File: config.mk
export PLATFORM = sky130hd
export DESIGN_NAME = zvs_bridge_pwm
export DESIGN_NICKNAME = d
export VERILOG_FILES = /design/src/rtl/zvs_pkg.sv /design/src/rtl/zvs_timebase.sv /design/src/rtl/zvs_upper_steer.sv /design/src/rtl/zvs_lower_mod.sv /design/src/rtl/zvs_bridge_pwm.sv
export SDC_FILE = /design/constraint.sdc
export NUM_CORES = 1
export LEC_CHECK = 0
export BUFFER_PORTS_ARGS = -buffer_cell sky130_fd_sc_hd__buf_2
export CAP_MARGIN = 20
export CORE_ASPECT_RATIO = 1.25
export CORE_MARGIN = 3
export CORE_UTILIZATION = 61
export DETAILED_ROUTE_END_ITERATION = 12
export PLACE_DENSITY_LB_ADDON = 0.08
export SYNTH_ARGS = -nofsm -noshare
export SYNTH_HDL_FRONTEND = slang
export SYNTH_SLANG_ARGS = --single-unit
File: constraint.sdc
create_clock -name clk -period 6.59 [get_ports clk]
set_clock_uncertainty 0.2 [all_clocks]
set_input_delay 0.659 -clock clk [delete_from_list [all_inputs] [get_ports clk]]
set_output_delay 0.659 -clock clk [all_outputs]
set_load 0.02 [all_outputs]
File: src/rtl/zvs_pkg.sv
`timescale 1ns/1ps
package zvs_pkg;
  typedef enum logic {PH_CHG = 1'b0, PH_DEAD = 1'b1} phase_e;
endpackage

File: src/rtl/zvs_timebase.sv
`timescale 1ns/1ps
module zvs_timebase
  import zvs_pkg::*;
#(
  parameter int CNT_W = 8
) (
  input  logic             clk,
  input  logic             rst_n,
  input  logic             clr,
  input  logic [CNT_W-1:0] chg_len,
  input  logic [CNT_W-1:0] dead_len,
  output phase_e           phase_o,
  output logic [CNT_W-1:0] cnt_o,
  output logic             start_nxt_o,
  output logic             dead_nxt_o
);
  logic chg_last, dead_last;

  assign chg_last    = (cnt_o == chg_len - 1'b1);
  assign dead_last   = (cnt_o == dead_len - 1'b1);
  assign dead_nxt_o  = (phase_o == PH_CHG) && chg_last;
  assign start_nxt_o = (phase_o == PH_DEAD) && dead_last;

  always_ff @(posedge clk or negedge rst_n) begin
    if (!rst_n) begin
      phase_o <= PH_DEAD;
      cnt_o   <= '0;
    end else if (clr) begin
      phase_o <= PH_DEAD;
      cnt_o   <= '0;
    end else if (dead_nxt_o) begin
      phase_o <= PH_DEAD;
      cnt_o   <= '0;
    end else if (start_nxt_o) begin
      phase_o <= PH_CHG;
      cnt_o   <= '0;
    end else begin
      cnt_o <= cnt_o + 1'b1;
    end
  end


  period_start_chk: assert property (@(posedge clk) disable iff (!rst_n)
    start_nxt_o && !clr |=> phase_o == PH_CHG && cnt_o == '0);
endmodule

File: src/rtl/zvs_upper_steer.sv
`timescale 1ns/1ps
module zvs_upper_steer
  import zvs_pkg::*;
#(
  parameter int CNT_W  = 8,
  parameter int FRAC_W = 4
) (
  input  logic             clk,
  input  logic             rst_n,
  input  logic             clr,
  input  phase_e           phase_i,
  input  logic [CNT_W-1:0] cnt_i,
  input  logic [CNT_W-1:0] dead_len,
  input  logic             start_nxt_i,
  input  logic             dead_nxt_i,
  input  logic [FRAC_W:0]  frac_i,
  output logic             ul_o,
  output logic             rdel_nz_o
);
  localparam int PW = CNT_W + FRAC_W + 1;
  localparam logic [FRAC_W:0] FULL = (FRAC_W+1)'(1) << FRAC_W;

  logic [FRAC_W:0]  frac_s, frac_c;
  logic [PW-1:0]    prod;
  logic [CNT_W-1:0] rdel, tgt;
  logic [CNT_W:0]   cnt_p1;
  logic             toggle;

  assign frac_c    = (frac_i > FULL) ? FULL : frac_i;
  assign prod      = PW'(dead_len) * PW'(frac_s);
  assign rdel      = CNT_W'(prod >> FRAC_W);
  assign tgt       = dead_len - rdel;
  assign cnt_p1    = {1'b0, cnt_i} + 1'b1;
  assign toggle    = ((tgt == '0) && dead_nxt_i) ||
                     ((phase_i == PH_DEAD) && (cnt_p1 == {1'b0, tgt}));
  assign rdel_nz_o = (rdel != '0);

  always_ff @(posedge clk or negedge rst_n) begin
    if (!rst_n) begin
      ul_o   <= 1'b0;
      frac_s <= '0;
    end else if (clr) begin
      ul_o   <= 1'b0;
      frac_s <= '0;
    end else begin
      if (start_nxt_i) frac_s <= frac_c;
      if (toggle)      ul_o   <= ~ul_o;
    end
  end


  upper_edge_chk: assert property (@(posedge clk) disable iff (!rst_n)
    ul_o != $past(ul_o) |-> phase_i == PH_DEAD || cnt_i == '0);
endmodule

File: src/rtl/zvs_lower_mod.sv
`timescale 1ns/1ps
module zvs_lower_mod
  import zvs_pkg::*;
#(
  parameter int CNT_W     = 8,
  parameter int LEB_CYC   = 7,
  parameter int ZERO_CODE = 4
) (
  input  logic             clk,
  input  logic             rst_n,
  input  logic             clr,
  input  phase_e           phase_i,
  input  logic [CNT_W-1:0] cnt_i,
  input  logic             start_nxt_i,
  input  logic [CNT_W-1:0] duty_i,
  input  logic             ovc_i,
  output logic             ll_o,
  output logic             lr_o
);
  localparam logic [CNT_W-1:0] ZL    = CNT_W'(ZERO_CODE);
  localparam logic [CNT_W-1:0] LEB_L = CNT_W'(LEB_CYC);

  logic             side_r, term_r;
  logic [CNT_W-1:0] width_s, w_c;
  logic             on, blank, kill, pulse;

  assign w_c   = (duty_i > ZL) ? duty_i - ZL : '0;
  assign on    = (phase_i == PH_CHG) && (cnt_i < width_s) && !term_r;
  assign blank = (cnt_i < LEB_L);
  assign kill  = on && ovc_i && !blank;
  assign pulse = on && !kill;
  assign ll_o  = pulse && !side_r;
  assign lr_o  = pulse && side_r;

  always_ff @(posedge clk or negedge rst_n) begin
    if (!rst_n) begin
      side_r  <= 1'b0;
      term_r  <= 1'b0;
      width_s <= '0;
    end else if (clr) begin
      side_r  <= 1'b0;
      term_r  <= 1'b0;
      width_s <= '0;
    end else if (start_nxt_i) begin
      side_r  <= ~side_r;
      term_r  <= 1'b0;
      width_s <= w_c;
    end else if (kill) begin
      term_r  <= 1'b1;
    end
  end


  ovc_cut_chk: assert property (@(posedge clk) disable iff (!rst_n)
    ovc_i && phase_i == PH_CHG && cnt_i >= LEB_L |-> !(ll_o || lr_o));

  term_hold_chk: assert property (@(posedge clk) disable iff (!rst_n)
    kill && !clr && !start_nxt_i |=> !(ll_o || lr_o));

  side_flip_chk: assert property (@(posedge clk) disable iff (!rst_n)
    start_nxt_i && !clr |=> side_r != $past(side_r));
endmodule

File: src/rtl/zvs_bridge_pwm.sv
`timescale 1ns/1ps
module zvs_bridge_pwm
  import zvs_pkg::*;
#(
  parameter int CNT_W     = 8,
  parameter int FRAC_W    = 4,
  parameter int LEB_CYC   = 7,
  parameter int ZERO_CODE = 4
) (
  input  logic             clk,
  input  logic             rst_n,
  input  logic [CNT_W-1:0] chg_len,
  input  logic [CNT_W-1:0] dead_len,
  input  logic [CNT_W-1:0] duty_code,
  input  logic [FRAC_W:0]  resdel_frac,
  input  logic             ovc_flag,
  input  logic             fault,
  output logic             out_ul,
  output logic             out_ur,
  output logic             out_ll,
  output logic             out_lr
);
  phase_e           phase;
  logic [CNT_W-1:0] cnt;
  logic             start_nxt, dead_nxt;
  logic             ul, rdel_nz, ll_raw, lr_raw;

  zvs_timebase #(.CNT_W(CNT_W)) u_tb (
    .clk(clk), .rst_n(rst_n), .clr(fault),
    .chg_len(chg_len), .dead_len(dead_len),
    .phase_o(phase), .cnt_o(cnt),
    .start_nxt_o(start_nxt), .dead_nxt_o(dead_nxt)
  );

  zvs_upper_steer #(.CNT_W(CNT_W), .FRAC_W(FRAC_W)) u_up (
    .clk(clk), .rst_n(rst_n), .clr(fault),
    .phase_i(phase), .cnt_i(cnt), .dead_len(dead_len),
    .start_nxt_i(start_nxt), .dead_nxt_i(dead_nxt),
    .frac_i(resdel_frac), .ul_o(ul), .rdel_nz_o(rdel_nz)
  );

  zvs_lower_mod #(.CNT_W(CNT_W), .LEB_CYC(LEB_CYC), .ZERO_CODE(ZERO_CODE)) u_lo (
    .clk(clk), .rst_n(rst_n), .clr(fault),
    .phase_i(phase), .cnt_i(cnt), .start_nxt_i(start_nxt),
    .duty_i(duty_code), .ovc_i(ovc_flag),
    .ll_o(ll_raw), .lr_o(lr_raw)
  );

  assign out_ul = ul && !fault;
  assign out_ur = !ul && !fault;
  assign out_ll = ll_raw && !fault;
  assign out_lr = lr_raw && !fault;


  upper_quiet_chk: assert property (@(posedge clk) disable iff (!rst_n)
    (ul != $past(ul)) && $past(rdel_nz) |-> !(ll_raw || lr_raw));

  fault_out_chk: assert property (@(posedge clk) disable iff (!rst_n)
    $past(fault) |-> !(out_ll || out_lr));
endmodule

==> results of run 1 <==
## per-stage QoR
stage	cell area [µm²]	utilization (%)	worst slack (ps)	total power, mW
floorplan	3392	-	229.4	0.2309
global placement	3588	68.68	171.9	0.2600
CTS	3637	69.61	330.6	0.3556
finish	3641	69.68	403.6	0.3525
global route	3641	69.68	25.41	0.3749
detailed placement	3588	68.68	89.00	0.2624
## worst min path at each step
| stage | start | end | cells after the start |
|---|---|---|---|
| global placement | u_lo.width_s[6]$_DFFE_PN0N_ | u_lo.width_s[6]$_DFFE_PN0N_ | 1 |
| CTS | rst_n | u_tb.cnt_o[1]$_DFF_PN0_ | 1 |
| global route | rst_n | u_tb.cnt_o[1]$_DFF_PN0_ | 1 |
| finish | rst_n | u_tb.cnt_o[1]$_DFF_PN0_ | 1 |
| detailed placement | u_lo.term_r$_DFFE_PN0P_ | u_lo.term_r$_DFFE_PN0P_ | 1 |
| floorplan | rst_n | u_lo.side_r$_DFFE_PN0N_ | 0 |
## critical path, delay by kind of cell
family          cells  cell delay [ps]
compound gates      4             1110
buf+inv             2              210
xor+xnor            1               90
simple gates        9             1720
mux                 1              300
fa+ha+maj           5             2070
## per-layer routing
metal  share of wire (%)  GRT usage (%)  wire (µm)  vias up
li1                    -              -          -     1409
met1                  43          31.16       3139     1357
met2                  52          44.83       3798       51
met3                 2.7          1.912        198       11
met4                 1.7          6.040        121        0
met5                   0              0          0        -
## report_power, final
part	switching (mW)	total, mW	internal, mW
logic	0.0529	0.0982	0.0452
registers	0.00538	0.161	0.155
clock network	0.0507	0.0936	0.0429
total	0.109	0.352	0.243
## sequential cells by signal (all words and copies together), names as in the netlist
signal and cells:
u_tb.cnt_o 8, u_up.frac_s 5, u_up.ul_o 1, u_lo.side_r 1, u_lo.term_r 1, u_lo.width_s 8, u_tb.phase_o 1
## placed cells by master (no fill, tap or decap), types with 4 or more instances in the layout
cell type  instances
a21o_1             9
a21oi_1           12
and2_1            17
and3_1             5
buf_2             36
dfrtp_1           21
fa_1              17
ha_1              37
inv_1             34
nand2_1           27
nand2b_1          10
nand3_1           10
nand3b_1           6
nand4_1            4
nor2_1            27
nor2b_1            5
nor3_1            11
o21a_1             6
o21ai_0            9
o2bb2ai_1          8
or2_2              4
or3_1              8
xnor2_1           34
xor2_1            18
## kinds of logic after synthesis
kind of cell    after synthesis  share of synthesized area [%]
compound gates               67                          14.64
xor+xnor                     52                          13.43
fa+ha+maj                    54                          23.68
buf+inv                      53                          6.234
flops                        25                          18.48
mux                           2                         0.7376
simple gates                144                          22.80
## area by class of cell
cell class                      instances  area, µm²  share of cell area, %
Tap cell                               62      77.57                  2.131
Inverter                               34      127.6                  3.505
Timing Repair Buffer                   39      202.7                  5.567
Multi-Input combinational cell        319       2554                  70.14
Sequential cell                        25      630.6                  17.32
Clock buffer                            3      41.29                  1.134
Clock inverter                          1      7.507                 0.2062
## timing repair
item	in CTS	in global routing
hold endpoints to repair	0	0
gates resized for setup	0	3
endpoints found under the setup margin	0	1
==> metrics.md, run 1 <==
| Metric | Value |
|---|---|
| Chip height | `~89 µm` |
| Core Area | `5225 µm²` |
| Post-synth top cells | `37 x ha_1, 34 x inv_1, 34 x xnor2_1` |
| Yosys top cell area share | `between 10% and 20%` |
| Largest net degree at the start of global routing | `26` |
| CP startpoint kind | `input port` |
| Root Buffer | `clkbuf_8` |
| Antenna cell count | `0` |
| Post-CTS Setup Inserts | `0` |
| FP Rows | `29` |
| Post-Syn Area | `~3400 µm²` |
| First-pass DRT Iterations | `4` |
| FF-to-FF setup slack | `between 400 and 500 ps` |
| Avg Cell Area, Syn | `8.544 µm²` |
| Dominant cell by count in the synthesized netlist | `ha_1` |
| Placed cells | `479` |
| Clk sinks | `25` |
| Final #Nets | `about 500` |
| Async SR Flop Fraction | `100.0%` |
| Hpwl dp | `between 5000 and 6000 µm` |
| Post-Synthesis Cells | `roughly 400` |
| Critical path origin | `dead_len[1]` |
| Fin crit share | `93.87%` |
| PD cells | `slightly below 100 nW/µm²` |
| WL/cell | `around 15 µm` |
| Minimum clock period | `between 6000 and 7000 ps` |
| Global-route wire length before repair | `12810 µm` |
| Final hold slack | `between 150 and 200 ps` |
| Worst path cell trace | `buf_2 -> nand2_1 -> fa_1 -> fa_1 -> inv_1 -> fa_1 -> ha_1 -> nand2_1 -> nor3_1 -> o41a_1 -> o21ai_0 -> nand2b_1 -> a21oi_1 -> xor2_1 -> ha_1 -> or3_1 -> or3_1 -> and3_1 -> or3_1 -> a2111oi_2 -> nor3_1 -> mux2_4` |
| Area of the die | `approximately 6500 µm²` |
| GRT Total Usage | `around a quarter` |
| Main flop type after synthesis | `dfrtp_1` |
| Critical R2R Launch | `u_up.frac_s[4]$_DFFE_PN0N_` |
| Vias in the first global route | `roughly 2.9k` |
| Port-buffer cells | `36` |
| Clk_lat worst skew | `280 ps` |
| Total negative slack | `0 ps` |
| HP Class | `in -> async` |
| CTS Buf Count | `3` |
| Part of the Yosys area used for sequential elements | `between 15 and 20%` |
| Num ports | `37` |
| CP max stage delay | `around 550 ps` |
| Post-Layout Cell Count | `just under 500` |
| Pins Over Slew Limit | `0` |
| Final Hold Fails | `0` |
| RSZ-0062 raised after global routing | `false` |
| Netlist cell types | `between 50 and 60` |
| Synth-to-Final Area Change | `7.340%` |
| Routability cong. | `approximately 0.83` |
| Critical path class | `in -> reg` |
| Post-DRT Antenna Nets | `0` |
| Initial antenna violation count | `0` |
| Initial Util | `between 60% and 70%` |
| Total congestion overflow | `0` |
| Achievable Freq | `roughly 160 MHz` |
| Drt drc | `0` |
| EDFF count, synth | `0` |
| Initial DRC Count | `163` |
| Max-slew headroom | `between 60% and 70%` |
| Crit end category | `flop` |
| DR vias/cell | `between 5 and 6` |
| Ys Warns | `0` |
| CP endpoint | `u_up.ul_o$_DFFE_PN0P_` |
| FF-to-FF End | `u_up.ul_o$_DFFE_PN0P_` |
| Worst-path clk slew | `100 ps` |
| Worst-Margin Slew | `roughly 550 ps` |
| Vias | `around 2.8k` |
| Max rail drop VDD | `73.66 µV` |
| Final setup viols | `0` |
| R2R depth | `21` |
| Layout fillers | `between 400 and 500` |
| CTS tree | `done` |
| Die Wd | `approximately 73 µm` |
| WP data required | `about 6600 ps` |
| Worst path slowest cell | `fa_1` |
| Largest area contributor in the netlist | `dfrtp_1` |
| Total Routed Length | `roughly 7300 µm` |
| Crit-path max FO | `8` |
| Syn Nets | `484` |
| Clock tree buffer depth | `2` |
| Area contributors post-synth | `dfrtp_1 18%, ha_1 14%, fa_1 10%` |
| #FFs+latches synth | `25` |
| Share of layout cells above drive strength 1 | `around 14%` |
| Leak pwr | `1.713 nW` |
| Hold_buf cts | `0` |
| Max-Cap Viols | `0` |
| Status | `completed` |
| Critical Path AT | `between 6000 and 7000 ps` |
| H-Tree Depth | `1` |
Note: power is estimated with default switching activity, not from simulation.
==> inputs of run 2 (changes only) <==
--- a/config.mk
+++ b/config.mk
@@ -9,7 +9,7 @@
 export CAP_MARGIN = 20
 export CORE_ASPECT_RATIO = 1.25
 export CORE_MARGIN = 3
-export CORE_UTILIZATION = 61
+export CORE_UTILIZATION = 39
 export DETAILED_ROUTE_END_ITERATION = 12
 export PLACE_DENSITY_LB_ADDON = 0.08
 export SYNTH_ARGS = -nofsm -noshare
==> metrics.md, run 2 (synthesis gave the netlist of run 1 again) <==
| Metric | Value |
|---|---|
| GRT Total Usage | `16.61% (-7.9 points)` |
| Die Wd | `89.42 µm (+23%)` |
| Leak pwr | `1.719 nW (+0.32%)` |
| Place WS | `43.27 ps (-45.74 ps)` |
| RSZ-0062 raised after global routing | `false` |
| Biggest regs | `u_lo.width_s x8, u_tb.cnt_o x8, u_up.frac_s x5` |
| PD cells | `96.26 nW/µm² (-0.56%)` |
| Crit-path max FO | `8 (unchanged)` |
| Post-Layout Cell Count | `519 (+7.5%)` |
| Cts repair resizes | `0 (unchanged)` |
| Share of layout cells above drive strength 1 | `14.45% (+0.20 points)` |
| Placed cells | `515 (+7.5%)` |
| CP bufs+invs | `2 (unchanged)` |
| Worst path cell trace | `buf_2 -> nand2_1 -> fa_1 -> fa_1 -> inv_1 -> fa_1 -> ha_1 -> a21oi_1 -> nor2b_1 -> o41a_1 -> o21ai_1 -> nand2b_1 -> a21oi_1 -> xor2_1 -> ha_1 -> or3_1 -> or3_1 -> and3_1 -> or3_1 -> a2111oi_2 -> nor3_1 -> mux2_4` |
| Post-DP Area | `3640 µm² (+1.4%)` |
| WL/cell | `15.07 µm (+0.28%)` |
| Sw Pwr | `0.1119 mW (+2.7%)` |
| First-pass DRT Iterations | `4 (unchanged)` |
| Fin util | `44.31% (-25 points)` |
| Worst path slowest cell | `fa_1` |
| Max rail drop VDD | `61.43 µV (-17%)` |
| Achievable Freq | `162.4 MHz (+0.44%)` |
| Reg power frac | `45.3% (-0.3 points)` |
| CP max stage delay | `540 ps (about the same)` |
| Root Buffer | `clkbuf_8` |
| Total congestion overflow | `0 (unchanged)` |
| Final Hold Fails | `0 (unchanged)` |
| Internal | `0.2435 mW (about the same)` |
| Critical path origin | `dead_len[1]` |
| Status | `completed` |
| Drt drc | `0 (unchanged)` |
| Clk_lat worst skew | `270 ps (about the same)` |
| Chip height | `110.3 µm (+23%)` |
| Worst-Margin Slew | `534.0 ps (-14.95 ps)` |
| Total Routed Length | `7820 µm (+7.8%)` |
| Logic pwr share | `28.0% (+0.2 points)` |
| Hpwl dp | `6347 µm (+6.8%)` |
| H-Tree Depth | `1 (unchanged)` |
| Max Used Layer | `met4` |
| Global-route wire length before repair | `12940 µm (+0.97%)` |
| Most common cell after layout, fill and taps aside | `ha_1` |
| Port-buffer cells | `36 (unchanged)` |
| Post-DRT Antenna Nets | `0 (unchanged)` |
| Switching share of power | `31.49% (+0.56 points)` |
| Vias | `2827 (-0.035%)` |
| Worst-path clk slew | `100 ps (about the same)` |
| DR WL met3 | `203 µm (+2.5%)` |
| Area of the die | `9860 µm² (+52%)` |
| Initial antenna violation count | `0 (unchanged)` |
| Critical Path AT | `6130 ps (-30 ps)` |
| Max-Cap Viols | `0 (unchanged)` |
| HP Class | `in -> async` |
| FP Rows | `37 (+28%)` |
| Most frequent cells in the layout | `37 x ha_1, 36 x buf_2, 34 x inv_1, 34 x xnor2_1` |
| Fin area | `3692 µm² (+1.4%)` |
| CP startpoint kind | `input port` |
| Clk pwr share | `26.7% (about the same)` |
| Minimum clock period | `6159 ps (-27.02 ps)` |
| Num ports | `37 (unchanged)` |
| Max-slew headroom | `63.48% (+1.0 points)` |
| Fin crit share | `93.46% (-0.41 points)` |
| DR vias/cell | `5.447 (-7.0%)` |
| Delay-heaviest family, CP | `adder cells` |
| Critical path class | `in -> reg` |
| Antenna cell count | `0 (unchanged)` |
| CTS tree | `done` |
| Clk sinks | `25 (unchanged)` |
| WP data required | `6560 ps (about the same)` |
| Total negative slack | `0 ps (unchanged)` |
| Final setup viols | `0 (unchanged)` |
| Post-CTS Setup Inserts | `0 (unchanged)` |
| Critical R2R Launch | `u_up.frac_s[3]$_DFFE_PN0N_` |
| Largest net degree at the start of global routing | `26 (unchanged)` |
| Synth-to-Final Area Change | `8.853%` |
| Pins Over Slew Limit | `0 (unchanged)` |
| Final #Nets | `510 (+0.20%)` |
| Initial Util | `40.71% (-24 points)` |
| CTS Buf Count | `3 (unchanged)` |
| Crit end category | `flop` |
| Met1 WL | `3457 µm (+10%)` |
| Core Area | `8333 µm² (+59%)` |
| Hold_buf cts | `0 (unchanged)` |
| Vias in the first global route | `2801 (-2.0%)` |
| Clock tree buffer depth | `2 (unchanged)` |
| Initial DRC Count | `109 (-33%)` |
| Met2 Wirelength | `4125 µm (+8.6%)` |
| Routability cong. | `0.8371 (+1.1%)` |
| Worst setup margin | `430.7 ps (+27.02 ps)` |
run 2: cell types whose count changed in the layout (fill, tap and decap cells not counted):
| cell | previous run | this run |
|---|---|---|
| o21ai_0 | 9 | 8 |
| o21ai_1 | 0 | 1 |
| buf_4 | 3 | 4 |
run 2: power groups by stage:
stage / logic, mW / clock network, mW / registers (mW)
4_1_cts: 0.101 / 0.0980 / 0.161
2_1_floorplan: 0.0706 / 0 / 0.160
3_3_place_gp: 0.0992 / 0 / 0.164
6_report: 0.0996 / 0.0948 / 0.161
3_5_place_dp: 0.100 / 0 / 0.164
5_1_grt: 0.113 / 0.105 / 0.162
run 2: path summary, 6_finish.rpt:
| kind | to | slack (ps) | cells after the start |
|---|---|---|---|
| max in group asynchronous | u_up.frac_s[3]$_DFFE_PN0N_ | 5620 | 1 |
| worst min-delay path | u_tb.cnt_o[7]$_DFF_PN0_ | 170 | 1 |
| worst max-delay path | u_up.ul_o$_DFFE_PN0P_ | 430 | 22 |
| min in group clk | u_lo.width_s[7]$_DFFE_PN0N_ | 290 | 1 |
| worst min register to register | u_lo.width_s[7]$_DFFE_PN0N_ | 290 | 1 |
| worst max register to register | u_up.ul_o$_DFFE_PN0P_ | 470 | 21 |
run 2: area by class of cell:
class                      count  area, µm²
tap                           97      121.4
multi-input combinational    319       2554
clock inverter                 1      7.507
clock buffer                   3      41.29
inverter                      34      127.6
timing repair buffer          40      210.2
fill                         855       4641
sequential                    25      630.6
run 2: per-layer routing:
metal | up-vias | GRT usage (%)
li1 | 1419 | -
met4 | 0 | 2.021
met3 | 2 | 1.784
met1 | 1363 | 20.17
met5 | - | 0
met2 | 43 | 31.82
run 2: metrics by stage:
| step | hold slack [ps] | power, mW |
|---|---|---|
| 3_3_place_gp | 274.8 | 0.2631 |
| 6_report | 165.7 | 0.3554 |
| 2_1_floorplan | 163.4 | 0.2309 |
| 4_1_cts | 183.6 | 0.3597 |
| 5_1_grt | 200.7 | 0.3800 |
| 3_5_place_dp | 276.6 | 0.2643 |
==> inputs of run 3 (changes only) <==
--- a/config.mk
+++ b/config.mk
@@ -9,7 +9,7 @@
 export CAP_MARGIN = 20
 export CORE_ASPECT_RATIO = 1.25
 export CORE_MARGIN = 3
-export CORE_UTILIZATION = 39
+export CORE_UTILIZATION = 55
 export DETAILED_ROUTE_END_ITERATION = 12
 export PLACE_DENSITY_LB_ADDON = 0.08
 export SYNTH_ARGS = -nofsm -noshare
==> metrics.md, run 3 (synthesis gave the netlist of run 1 again) <==
| Metric | Value |
|---|---|
| Delay-heaviest family, CP | `adder cells` |
| Logic pwr share | `28.3% (+0.3 points)` |
| Leak pwr | `1.724 nW (+0.32%)` |
| CP max stage delay | `540 ps (about the same)` |
| Area of the die | `7151 µm² (-27%)` |
| WP data required | `6550 ps (about the same)` |
| Largest net degree at the start of global routing | `26 (unchanged)` |
| Critical R2R Launch | `u_up.frac_s[4]$_DFFE_PN0N_` |
| Post-CTS Setup Inserts | `0 (unchanged)` |
| Vias in the first global route | `2805 (+0.14%)` |
| First-pass DRT Iterations | `4 (unchanged)` |
| Total Routed Length | `7343 µm (-6.1%)` |
| Share of layout cells above drive strength 1 | `14.22% (-0.24 points)` |
| Tot Pwr | `0.3498 mW (-1.6%)` |
| Die Wd | `76.24 µm (-15%)` |
| Pins Over Slew Limit | `0 (unchanged)` |
| CTS Buf Count | `3 (unchanged)` |
| Total congestion overflow | `0 (unchanged)` |
| WL/cell | `14.57 µm (-3.3%)` |
| GRT Total Usage | `21.70% (+5.1 points)` |
| Synth-to-Final Area Change | `8.189%` |
| Achievable Freq | `161.3 MHz (-0.64%)` |
| Total negative slack | `0 ps (unchanged)` |
| Initial Util | `57.53% (+17 points)` |
| Root Buffer | `clkbuf_8` |
| Fin util | `62.25% (+18 points)` |
| H-Tree Depth | `1 (unchanged)` |
| Drt drc | `0 (unchanged)` |
| Hold_buf cts | `0 (unchanged)` |
| Clk_lat worst skew | `270 ps (about the same)` |
| Crit-path max FO | `8 (unchanged)` |
| CTS tree | `done` |
| PD cells | `95.32 nW/µm² (-0.99%)` |
| Minimum clock period | `6199 ps (+39.94 ps)` |
| Initial antenna violation count | `0 (unchanged)` |
| Max-Cap Viols | `0 (unchanged)` |
| Clk pwr share | `25.7% (-1.0 points)` |
| HP Class | `in -> async` |
| FP Rows | `31 (-16%)` |
| Switching share of power | `30.55% (-0.94 points)` |
| Fin area | `3670 µm² (-0.61%)` |
| Final setup viols | `0 (unchanged)` |
| RSZ-0062 raised after global routing | `false` |
| Port-buffer cells | `36 (unchanged)` |
| Antenna cell count | `0 (unchanged)` |
| Biggest regs | `u_lo.width_s x8, u_tb.cnt_o x8, u_up.frac_s x5` |
| Critical path class | `in -> reg` |
| Worst path slowest cell | `fa_1` |
| Critical Path AT | `6160 ps (+30 ps)` |
| Core Area | `5896 µm² (-29%)` |
| Most frequent cells in the layout | `37 x ha_1, 36 x buf_2, 34 x inv_1, 34 x xnor2_1` |
| Max-slew headroom | `63.16% (-0.32 points)` |
| Worst-Margin Slew | `538.7 ps (+4.642 ps)` |
| Sw Pwr | `0.1069 mW (-4.5%)` |
| Post-Layout Cell Count | `504 (-2.9%)` |
| Clock tree buffer depth | `2 (unchanged)` |
| Reg power frac | `45.9% (+0.6 points)` |
| DR vias/cell | `5.587 (+2.6%)` |
| Status | `completed` |
| Vias | `2816 (-0.39%)` |
| Final Hold Fails | `0 (unchanged)` |
| Most common cell after layout, fill and taps aside | `ha_1` |
| Placed cells | `500 (-2.9%)` |
| Crit end category | `flop` |
| CP startpoint kind | `input port` |
| Internal | `0.2429 mW (-0.24%)` |
| Worst path cell trace | `buf_2 -> nand2_1 -> fa_1 -> fa_1 -> inv_1 -> fa_1 -> ha_1 -> a21oi_1 -> nor2b_1 -> o41a_1 -> o21ai_0 -> nand2b_1 -> a21oi_1 -> xor2_1 -> ha_1 -> or3_1 -> or3_1 -> and3_1 -> or3_1 -> a2111oi_2 -> nor3_1 -> mux2_4` |
| Initial DRC Count | `162 (+49%)` |
| Critical path origin | `dead_len[1]` |
| Num ports | `37 (unchanged)` |
| Fin crit share | `94.07% (+0.61 points)` |
| Worst-path clk slew | `90 ps (about the same)` |
| Post-DP Area | `3621 µm² (-0.52%)` |
| Max rail drop VDD | `78.98 µV (+29%)` |
| CP bufs+invs | `2 (unchanged)` |
| Hpwl dp | `6089 µm (-4.1%)` |
| Chip height | `93.80 µm (-15%)` |
| Clk sinks | `25 (unchanged)` |
| Global-route wire length before repair | `12760 µm (-1.4%)` |
| Post-DRT Antenna Nets | `0 (unchanged)` |
| Final #Nets | `510 (unchanged)` |
| Routability cong. | `0.8117 (-3.0%)` |
[run 3: cell types whose count changed in the layout (fill, tap and decap cells not counted), sizes merged]
cell / delta
clkinv: +1
clkinvlp: -1
[run 3: repair_timing]
action,CTS,global route
setup endpoints to repair,0,1
resized for setup,0,2
endpoints found under the hold margin,0,0
[run 3: cell type report]
class / instances / area (µm²)
clock buffers: 3 / 41.29
flip-flops and latches: 25 / 629.4
inverters: 34 / 127.6
repair buffers: 40 / 210.2
well taps: 82 / 102.6
multi-input cells: 319 / 2554
clock inverters: 1 / 5.005
fillers: 564 / 2226
[run 3: per-layer routing]
| layer | GRT usage (%) | vias to the layer above | share of wire, % |
|---|---|---|---|
| met5 | 0 | - | 0 |
| met3 | 1.919 | 4 | 2.0 |
| met2 | 42.23 | 29 | 55 |
| li1 | - | 1411 | - |
| met1 | 26.34 | 1372 | 42 |
| met4 | 3.172 | 0 | 0.63 |
[run 3: path summary, 6_finish.rpt]
check | end | slack (ps) | cells after the start
worst max register to register | u_up.ul_o$_DFFE_PN0P_ | 420 | 21
worst min register to register | u_lo.width_s[5]$_DFFE_PN0N_ | 300 | 1
max in group asynchronous | u_up.frac_s[2]$_DFFE_PN0N_ | 5620 | 1
worst min-delay path | u_tb.cnt_o[1]$_DFF_PN0_ | 170 | 1
min in group clk | u_lo.width_s[5]$_DFFE_PN0N_ | 300 | 1
worst max-delay path | u_up.ul_o$_DFFE_PN0P_ | 390 | 22
[run 3: stage by stage]
| step | worst slack, ps | hold slack (ps) |
|---|---|---|
| after floorplan | 229.4 | 163.4 |
| after global placement | 168.7 | 274.9 |
| after detailed placement | 75.09 | 279.6 |
| after CTS | 327.3 | 184.7 |
| after global routing | 48.00 | 214.8 |
| final | 390.7 | 171.9 |
[run 3: power by group through the flow]
stage                     combinational (mW)  sequential, mW  clock, mW
after floorplan                       0.0706           0.160          0
after global placement                0.0976           0.164          0
after CTS                             0.0999           0.161     0.0931
final                                 0.0990           0.161     0.0901
after detailed placement              0.0994           0.164          0
after global routing                   0.112           0.161      0.100
